$ cat config.mk
export PLATFORM = sky130hd
export DESIGN_NAME = irq_vector_dispatch
export DESIGN_NICKNAME = d
export VERILOG_FILES = /design/src/rtl/irq_vector_dispatch.sv
export SDC_FILE = /design/constraint.sdc
export NUM_CORES = 1
export LEC_CHECK = 0
export CAP_MARGIN = 10
export CORE_AREA = 2 2 39 41
export DETAILED_ROUTE_END_ITERATION = 12
export DIE_AREA = 0 0 41 43
export PLACE_DENSITY = 0.67
export SYNTH_ARGS = -nofsm -noshare
export SYNTH_HDL_FRONTEND = slang
export SYNTH_SLANG_ARGS = --single-unit
$ cat constraint.sdc
create_clock -name clk -period 1.7 [get_ports clk]
set_input_delay 0.34 -clock clk [delete_from_list [all_inputs] [get_ports clk]]
set_output_delay 0.34 -clock clk [all_outputs]
set_load 0.005 [all_outputs]
$ cat src/rtl/irq_vector_dispatch.sv
module irq_vector_dispatch #(
  parameter int MASK_W = 8,
  parameter int VEC_W = 16,
  parameter logic [VEC_W-1:0] VEC_BASE = 16'h0040,
  parameter int VEC_STEP = 8
) (
  input  logic             clk,
  input  logic             rst_n,
  input  logic             frame_evt,
  input  logic             stat_evt,
  input  logic             tmr_evt,
  input  logic [MASK_W-1:0] en_mask,
  input  logic             ime_set,
  input  logic             ack,
  output logic             irq_take,
  output logic [VEC_W-1:0] irq_vector
);
  localparam int NSRC = 3;
  localparam int IDX_W = $clog2(NSRC);

  logic [NSRC-1:0] req_q, evt, armed, grant, clr;
  logic            ime_q, accept;
  logic [IDX_W-1:0] idx;

  assign evt    = {tmr_evt, stat_evt, frame_evt};
  assign armed  = req_q & en_mask[NSRC-1:0];
  assign grant  = armed & (~armed + NSRC'(1));
  assign irq_take = ime_q & (|armed);
  assign accept = ack & irq_take;
  assign clr    = accept ? grant : '0;

  always_comb begin
    idx = '0;
    for (int i = NSRC - 1; i >= 0; i--)
      if (armed[i]) idx = IDX_W'(i);
  end

  assign irq_vector = irq_take ? VEC_BASE + VEC_W'(VEC_STEP) * VEC_W'(idx) : '0;

  always_ff @(posedge clk) begin
    if (!rst_n) begin
      req_q <= '0;
      ime_q <= 1'b0;
    end else begin
      req_q <= (req_q & ~clr) | evt;
      if (ime_set)     ime_q <= 1'b1;
      else if (accept) ime_q <= 1'b0;
    end
  end
endmodule


# ---- Word level (Yosys, flattened, before mapping)
# Index checks and enable logic that the tools add are counted.
dict set report word_totals {
  regBits 4
  latch_bits 0
  ramBits 0
  rom_bits 0
  out_inout_bits 17
  wordCells 21
  mem_count 0
}
dict set report classes {
  addsub 2
  n_mul 0
  div_mod_pow 0
  n_lt_le_gt_ge 0
  eq_ne 0
  shifts 0
  mux 7
  bitwise_logic 8
  n_reduce_logical 2
}
# operator count
set ops {}
lappend ops {{bitwise AND 3 bit} 3}
lappend ops {{adder 7 x 5 -> 8 bit (first input constant)} 1}
lappend ops {{2-to-1 mux 8 bit} 1}
lappend ops {{2-to-1 mux 2 bit} 3}
lappend ops {{NOT 3 bit} 2}
lappend ops {{adder 3 x 1 -> 3 bit (second input constant)} 1}
lappend ops {{2-to-1 mux 3 bit} 1}
lappend ops {{OR 3 bit} 1}
lappend ops {{OR reduction 3 bit} 1}
lappend ops {{bitwise AND 1 bit} 2}
lappend ops {{2-to-1 mux 1 bit} 2}
lappend ops {{nonzero test 2 bit} 1}

# ---- Depth between registers and ports, before layout
# Gate-level depths: netlist of run 1.
dict set report depth {
  depth_word 8
  ltp_mapped 4
  mapped_depth_nobuf 3
}

# ---- Worst setup path after synthesis of run 1
# Ideal clock, no wire load.
dict set report synth_path {
  path_kind {in2out}
  from {input en_mask[1]}
  to {output irq_vector[6]}
  t_arrival_ns 0.864
  required_time_ns 1.360
  path_slack_ns 0.496
  stages 4
  path_buffers 1
  path_cell_list {a22oi_2 nand2_1 and2_1 buf_4}
}
# item line_no
set synth_lines {}
lappend synth_lines {{start, declared} 12} ;# input logic [MASK_W-1:0] en_mask,
lappend synth_lines {{bitwise AND 3 bit} 26} ;# assign armed = req_q & en_mask[NSRC-1:0];
lappend synth_lines {{OR reduction 3 bit} 28} ;# assign irq_take = ime_q & (|armed);
lappend synth_lines {{bitwise AND 1 bit} 28}
lappend synth_lines {{net irq_take} 15} ;# output logic irq_take,
lappend synth_lines {{2-to-1 mux 8 bit} 38} ;# assign irq_vector = irq_take ? VEC_BASE + VEC_W'(VEC_STEP) * VEC_W'(idx) : '0;
lappend synth_lines {{end, declared} 16} ;# output logic [VEC_W-1:0] irq_vector
# The timed path passes the listed nets, and every way through them passes these cells.

# ---- Worst setup path in the final report of run 1
dict set report layout_path {
  from {input en_mask[2]}
  to {output irq_vector[4]}
}
dict set report layout_via {
  elab_chain_cells 6
}
# item line_no
set layout_rtl {}
lappend layout_rtl {{bitwise AND 3 bit *} 26}
lappend layout_rtl {{2-to-1 mux 2 bit (3 in series)} 35} ;# if (armed[i]) idx = IDX_W'(i);
lappend layout_rtl {{adder 7 x 5 -> 8 bit} 38}
lappend layout_rtl {{2-to-1 mux 8 bit *} 38}
# Every way passes the cells marked *; elsewhere a longest branch is shown, timed or not.

==> impl.org, run 1 <==
** STA
- The routed design could run at a clock period as short as 1.61 ns.
- In the final timing run, aggregate negative setup slack is 0 ns.
- Skew final :: 0.00196 ns
- Setup violations remaining at the end of the flow were counted as 0.
- Final slew viol count :: 0
- Of the available clock period, the critical path in the final layout requires 0.946.
- Derived from the worst setup path, the maximum achievable clock frequency is 622 MHz.
- In the post-route analysis, the smallest setup slack over all paths is 0.0913 ns.
- The hold violation count in the final report was 0.
- Setup repair after global routing missed its margin :: false

** Routing
- In this run, the number of DRC markers left after iteration 0 of detailed routing was 2.
- Summing over every cut layer, the via total after detailed routing is 276.
- Per-cell via count in the routed design :: 3.94
- Once detail routing completed, the nets flagged for antenna violations numbered 0.
- The final layout contains routed wiring with a total length of 605 µm.
- Number of detailed-routing iterations run before antenna repair :: 2
- After detailed routing, the average wire length per cell comes to 8.64 µm.
- In the routed design, unresolved DRC markers number 0.

** Synthesis
- Count of different cell masters after synthesis :: 14
- The Yosys step of the flow raised 0 warnings.
- Of the post-synthesis cell area, the part taken by muxes is 0.
- Synth Area in XOR/XNOR :: 0
- The mapped netlist covers 304 µm².
- The share of synthesized area in the top cell type comes to 0.346.
- The share of the Yosys chip area taken by registers is 0.263.
- Number of register bits inferred by synthesis :: 4
- Synthesized area per cell :: 7.80 µm²
- Sorting the synthesized cells by area gives the leading types as sky130_fd_sc_hd__buf_4 (35%), sky130_fd_sc_hd__dfxtp_1 (26%), sky130_fd_sc_hd__a31oi_1 (6.2%), sky130_fd_sc_hd__o21ai_0 (4.9%), sky130_fd_sc_hd__a22oi_2 (4.1%).
- Number of instances in the synthesized netlist :: 39
- The biggest area contributor in the post-synthesis netlist is sky130_fd_sc_hd__buf_4.
- Combinational family with the most area after synthesis :: buffers and inverters
- Synthesized-area fraction occupied by ao, oa, aoi and oai cells :: 0.185
- Arithmetic-cell share of the synthesized area counting full adders, half adders and majority gates :: 0
- Of the total synthesized cell area, the portion taken by AND, OR, NAND and NOR gates is 0.156.

** Pwr
- The analysis attributes to net switching a power of 74.3 µW.
- The share of total power dissipated in combinational logic is 0.195.
- The internal portion of the total power is 212 µW.
- Power per unit of standard cell area :: 693 nW/µm²
- Leak pwr :: 0.000209 µW
- Share of total power in the clock network :: 0.425
- Worst IR Drop VDD :: 223 µV
- Proportion of total power due to net switching :: 0.259
- Of the total power, registers draw 0.380.

** Job
- Across the run, the number of max-cap violations was 0.

** Floorplanning
- Full die area :: 1760 µm²
- Overall die height :: 43 µm
- Area of the placeable core :: 1380 µm²
- The initial utilization of the core area, before any placement, comes to 0.220.
- Die boundary width :: 41 µm
- Row generation in the floorplan step produced 14 rows.
- Total I/O pin count :: 32

** Critical path
- Sequence of cells on the critical path :: clkdlybuf4s50_1 -> and4_4 -> dlygate4sd2_1
- Data on the critical path is required at its endpoint by 1.36 ns.
- Largest fanout on the critical path :: 2
- Worst-path cell with the longest stage delay :: sky130_fd_sc_hd__clkdlybuf4s50_1
- Capturing element type of the critical path :: output pin
- The worst setup path is launched from a primary input.
- On the worst path, the slowest cell contributes a delay of 0.48 ns.
- Data arrives at the worst endpoint at 1.27 ns.
- The critical path is of the in -> out type.

** Placed design
- Detailed placement ended at an HPWL of 483 µm.
- At the end of routability-driven placement, the weighted congestion stood at 0.599.
- Cell count after placement :: 67
- Setup slack at placement :: -0.372 ns
- In this run the cell area measured after placement is 402 µm².
- Count of input and output buffers :: 13

** Status
- Outcome :: complete, no violations

** Global routing
- Entering global routing, the biggest net connects 6 pins.
- The number of antenna violations at the first check in global routing is 0.
- Across every metal layer, demand over resource in global routing totals 0.0772.
- The via count of the first global-routing pass came to 213.
- Total gr overflow :: 0
- Wire length of the first global-routing pass :: 807 µm

** Clocking
- Counting every sink on the clock net gives 4.
- The later pin in the worst-skew pair is clocked with a latency of 0.24 ns.
- TritonCTS built the clock tree.
- Clock edge transition at the registers on the reported setup and hold paths :: 0.04 ns
- Buffers inserted during post-CTS setup optimization :: 0
- Clock root buffer master :: sky130_fd_sc_hd__clkbuf_4
- The clock passes through at most 2 buffers.
- In this run, CTS created clock tree buffers numbering 3.
- CTS built an H-tree with a depth of 1.

** Cells and area
- The repair_antennas step left the layout with diodes totalling 0.
- Final instance area :: 414 µm²
- Counting the fill cells in the layout gives 160.
- For this run, the post-layout net count is 71.
- Area growth from synthesis to layout :: 36.2%
- The library cell used most frequently in the layout, excluding fill and tap cells, is sky130_fd_sc_hd__conb_1.
- In the final layout, the share of cells above drive strength 1 is 0.204.
- Post-Route Utilization :: 0.299
- Leaving out fill and tap cells, the most frequent cells in the layout are sky130_fd_sc_hd__conb_1 (13), sky130_fd_sc_hd__clkdlybuf4s50_1 (7), sky130_fd_sc_hd__dlygate4sd2_1 (4).
- The finished layout holds 70 standard cells, fillers aside.

** Worst hold path
- Worst hold-check path type :: reg -> reg
-- critical path: cells and delay by family --
family | cells | cell delay, ns
buffers and inverters | 2 | 0.71
and+or+nand+nor | 1 | 0.22
-- sequential cells by signal, summed over array words and instances (netlist names) --
register,count
req_q,3
ime_q,1
-- area by class of cell --
class	instances	area, µm²	share of cell area
clock buffer	3	22.5	0.0544
tap	16	20.0	0.0483
inverter	3	11.3	0.0272
timing repair buffer	14	123	0.296
sequential	4	81.3	0.196
multi-input combinational	30	156	0.378
-- per-layer routing --
layer  wire, µm  vias to the layer above  GRT usage  share of wire
met1        198                      125     0.0673           0.33
li1           -                      132          -              -
met4          9                        0     0.0800          0.015
met2        313                       17      0.109           0.52
met3         83                        2     0.0471           0.14
met5          0                        -          0              0
-- cells by family (layout without fill, tap and decap cells) --
logic type             Yosys count  count (layout)
buffers and inverters           17              20
AND/OR/NAND/NOR                  8               8
flip-flops                       4               4
AO/OA/AOI/OAI                    9               9
other                            1              13
-- through the flow --
step	hold slack, ns	power, µW
after global placement	0.541	170
after CTS	0.558	292
after floorplan	0.440	155
final	0.550	287
after detailed placement	0.541	170
after global routing	0.596	307
-- worst paths after layout --
check,startpoint,endpoint,slack (ns),cells after the start
setup / recovery,en_mask[2],irq_vector[4],0.09,3
hold / removal,req_q[0],req_q[0],0.55,2
setup reg to reg,req_q[1],req_q[2],0.73,3
hold reg to reg,req_q[0],req_q[0],0.55,2
-- Yosys cell counts --
library cell / instances
sky130_fd_sc_hd__dfxtp_1: 4
sky130_fd_sc_hd__a31oi_1: 3
sky130_fd_sc_hd__and2_1: 1
sky130_fd_sc_hd__and2_2: 1
sky130_fd_sc_hd__buf_4: 14
sky130_fd_sc_hd__o21ai_0: 3
sky130_fd_sc_hd__nand2_1: 3
sky130_fd_sc_hd__conb_1: 1
sky130_fd_sc_hd__a21oi_1: 2
sky130_fd_sc_hd__and4_4: 1
sky130_fd_sc_hd__inv_1: 3
sky130_fd_sc_hd__nor2b_1: 1
sky130_fd_sc_hd__a22oi_2: 1
sky130_fd_sc_hd__nand3_1: 1
-- power groups by stage --
stage | clock (µW) | combinational, µW | sequential [µW]
global route | 132 | 64.4 | 110
finish | 122 | 56.0 | 109
detailed placement | 0 | 60.8 | 110
CTS | 127 | 57.1 | 109
floorplan | 0 | 47.5 | 108
global placement | 0 | 60.4 | 109
-- what timing repair did --
item | in CTS | in global routing
hold buffers | 0 | 0
resized for setup | 8 | 4
pin swaps | 1 | 0
setup endpoints to repair | 4 | 2
(Power assumes the default switching activity.)
==> inputs of run 2 (changes only) <==
--- a/config.mk
+++ b/config.mk
@@ -10,6 +10,7 @@
 export DETAILED_ROUTE_END_ITERATION = 12
 export DIE_AREA = 0 0 41 43
 export PLACE_DENSITY = 0.67
+export SETUP_SLACK_MARGIN = 0.4
 export SYNTH_ARGS = -nofsm -noshare
 export SYNTH_HDL_FRONTEND = slang
 export SYNTH_SLANG_ARGS = --single-unit
==> run 2 against run 1 <==
  * Non-clock buffer count is 5 higher
  * Maximum frequency is 11% higher
  * First-iteration DRC count is 100% lower
  * Die area stayed put
  * Cell area is 14% higher
  * Hold slack worse by 0.0016 ns
  * Global-route usage is 1.4 points higher
  * Critical path type unchanged
  * Critical endpoint is now irq_vector[6]
  * Largest power group unchanged
  * Highest routed layer is now met3
==> impl.org, run 2 (same netlist as run 1, synthesis figures left out) <==
** Routing
- The remaining routing DRC violations is 0 (unchanged).
- Routed wire per std cell :: 9.36 µm (was 8.64 µm)
- The count of TritonRoute iterations in the first routing pass was 1 (was 2).
- Antenna Violating Nets Remaining :: 0 (unchanged)
- The final routed wirelength across all metal layers was 702 µm (was 605 µm).
- The DRC violation total after the first TritonRoute iteration was 0 (was 2).
- The vias after detailed routing is 292 (was 276).
- The post-detailed-route via-to-cell ratio came to 3.89 (was 3.94).

** Cells and area
- The number of flip-flops in the largest register was 3 (unchanged).
- Largest registers :: req_q: 3 flops, ime_q: 1 flops (unchanged)
- Antenna diode instance count :: 0 (unchanged)
- The most frequent standard cell in the layout excluding fill and tap cells was sky130_fd_sc_hd__conb_1 (unchanged).
- The register containing the most flip-flops in the final layout is req_q (unchanged).
- The final net count was 76 (was 71).
- Fraction of final layout cells sized beyond drive strength 1 :: 0.356 (was 0.204)
- The area growth from synthesis to final layout came to 54.7% (was 36.2%).
- Commonest cells after routing, fill and taps aside: sky130_fd_sc_hd__conb_1 (13), sky130_fd_sc_hd__clkdlybuf4s50_1 (6), sky130_fd_sc_hd__buf_4 (6) (was sky130_fd_sc_hd__conb_1 (13), sky130_fd_sc_hd__clkdlybuf4s50_1 (7), sky130_fd_sc_hd__dlygate4sd2_1 (4)).
- Final instance area :: 470 µm² (was 414 µm²)

** Global routing
- Vias in the first global route :: 241 (was 213)
- Largest net degree at the start of global routing :: 5 (was 6)
- Wire length of the first global-routing pass :: 986 µm (was 807 µm)
- The remaining global-route overflow came to 0 (unchanged).
- Number of antenna violations at the first check in global routing :: 0 (unchanged)
- GRT Overall Usage :: 0.0913 (was 0.0772)

** STA
- Max Fclk :: 692 MHz (was 622 MHz)
- The number of setup violations in the final report was 0 (unchanged).
- Final period demand of the worst path :: 1.44 ns (was 1.61 ns)
- The max-slew violation count is 0 (unchanged).
- The setup clock skew after layout came to 0.00155 ns (was 0.00196 ns).
- Fin crit share :: 0.849 (was 0.946)
- The hold violation count in the final report is 0 (unchanged).
- Setup repair after global routing missed its margin :: true (was false)

** Worst hold path
- The hold path startpoint was req_q[0] (unchanged).
- Worst hold-check path type :: reg -> reg (unchanged)

** Clocking
- Num Clock Sinks :: 4 (unchanged)
- Clock root buffer master :: sky130_fd_sc_hd__clkbuf_4 (unchanged)
- The clock tree buffer depth is 2 (unchanged).
- The TritonCTS clock tree is done (unchanged).
- The clock transition at the register clock pins on the worst setup and hold paths after CTS was 0.04 ns (about the same).
- Insertion delay of the later-clocked pin in the worst-skew pair :: 0.24 ns (about the same)
- CTS H-Tree Depth :: 1 (unchanged)
- Quantity of hold-fixing buffers added after cts :: 0 (unchanged)
- Number of buffers inserted during clock tree synthesis :: 3 (unchanged)

** Placed design
- HPWL after detailed placement :: 483 µm (unchanged)
- The number of buffers inserted by port buffering was 13 (unchanged).
- The total placed instance area is 402 µm² (unchanged).
- The routability congestion estimate was 0.599 (unchanged).

** Critical path
- Largest fanout on the critical path :: 2 (unchanged)
- CP Data Required Time :: 1.36 ns (about the same)
- Path type of the worst setup path :: in -> out (unchanged)
- Signal arrival time at the worst endpoint :: 1.10 ns (was 1.27 ns)
- Worst flop-to-flop path startpoint :: ime_q (was req_q[1])
- The nature of the critical path endpoint is an output pin (unchanged).
- Worst Setup SP :: en_mask[1] (was en_mask[2])
- Element type at the critical path start :: primary input (unchanged)

** Floorplanning
- Die boundary width :: 41 µm (unchanged)
- The boundary pin count is 32 (unchanged).
- The die footprint is 1760 µm² (unchanged).
- Initial core utilization :: 0.220 (unchanged)
- The total core area came to 1380 µm² (unchanged).
- Cell Rows :: 14 (unchanged)
- The height of the die was 43 µm (unchanged).

** Job
- Max-cap viol count :: 0 (unchanged)

** Pwr
- The power density over the cells is 645 nW/µm² (was 693 nW/µm²).
- The share of power burned in registers is 0.360 (was 0.380).
- Power consumption :: 303 µW (was 287 µW)
- The leakage component of the power was 0.000237 µW (was 0.000209 µW).
- Net switching component of the power :: 77.9 µW (was 74.3 µW)
- Proportion of total power due to net switching :: 0.257 (was 0.259)
- Worst IR Drop VDD :: 224 µV (was 223 µV)
- The combinational share of power is 0.241 (was 0.195).
- Internal power :: 225 µW (was 212 µW)
- The clock network power share is 0.399 (was 0.425).

** Status
- Outcome :: complete, no violations (unchanged)
## run 2: cell count changes in the layout (fill, tap and decap cells not counted), moves of 2 or more
cell                              delta
sky130_fd_sc_hd__buf_4               +5
sky130_fd_sc_hd__buf_6               +3
sky130_fd_sc_hd__dlygate4sd2_1       -3
sky130_fd_sc_hd__and2_4              +2
sky130_fd_sc_hd__clkbuf_2            -2
sky130_fd_sc_hd__clkdlybuf4s15_1     +2
sky130_fd_sc_hd__dfxtp_1             -2
sky130_fd_sc_hd__dfxtp_2             +2
## run 2: final cells by class
type,count,area [µm²]
Sequential cell,4,83.8
Multi-Input combinational cell,30,160
Clock buffer,3,22.5
Inverter,3,11.3
Tap cell,16,20.0
Timing Repair Buffer,19,173
Fill cell,161,913
## run 2: power by group through the flow
stage	registers, µW	logic (µW)	clock network (µW)
2_1_floorplan	108	47.5	0
3_3_place_gp	109	60.4	0
3_5_place_dp	110	60.8	0
4_1_cts	109	70.1	127
5_1_grt	110	82.3	136
6_report	109	73.2	121
## run 2: critical path, cell delays in order
cell and delay (ns):
sky130_fd_sc_hd__clkdlybuf4s15_1 0.19, sky130_fd_sc_hd__a22oi_2 0.22, sky130_fd_sc_hd__nand2_1 0.09, sky130_fd_sc_hd__and2_4 0.15
sky130_fd_sc_hd__buf_6 0.11
## run 2: metal layers
metal	GRT usage	routed length [µm]	vias to the layer above
li1	-	-	143
met1	0.0801	238	134
met4	0.0800	0	0
met2	0.141	382	15
met3	0.0471	82	0
met5	0	0	-
## run 2: stage by stage
| stage | setup slack [ns] | utilization | cells | TNS [ns] | hold WS [ns] |
|---|---|---|---|---|---|
| floorplan | 0.496 | - | 51 | 0 | 0.440 |
| global placement | -0.356 | 0.290 | 67 | -1.30 | 0.541 |
| detailed placement | -0.372 | 0.290 | 67 | -1.38 | 0.541 |
| CTS | 0.230 | 0.334 | 74 | 0 | 0.542 |
| global route | 0.212 | 0.340 | 75 | 0 | 0.587 |
| finish | 0.256 | 0.340 | 75 | 0 | 0.549 |
## run 2: path summary, 6_finish.rpt
check	endpoint	slack, ns	cells past startpoint
hold / removal	req_q[0]	0.55	2
setup / recovery	irq_vector[6]	0.26	5
hold reg to reg	req_q[0]	0.55	2
setup reg to reg	req_q[1]	0.58	7
## run 2: what timing repair did
item / in CTS / in global routing
setup endpoints to repair: 4 / 4
pin swaps: 5 / 4
buffers inserted: 4 / 1
resized for setup: 27 / 3
endpoints found under the hold margin: 0 / 0
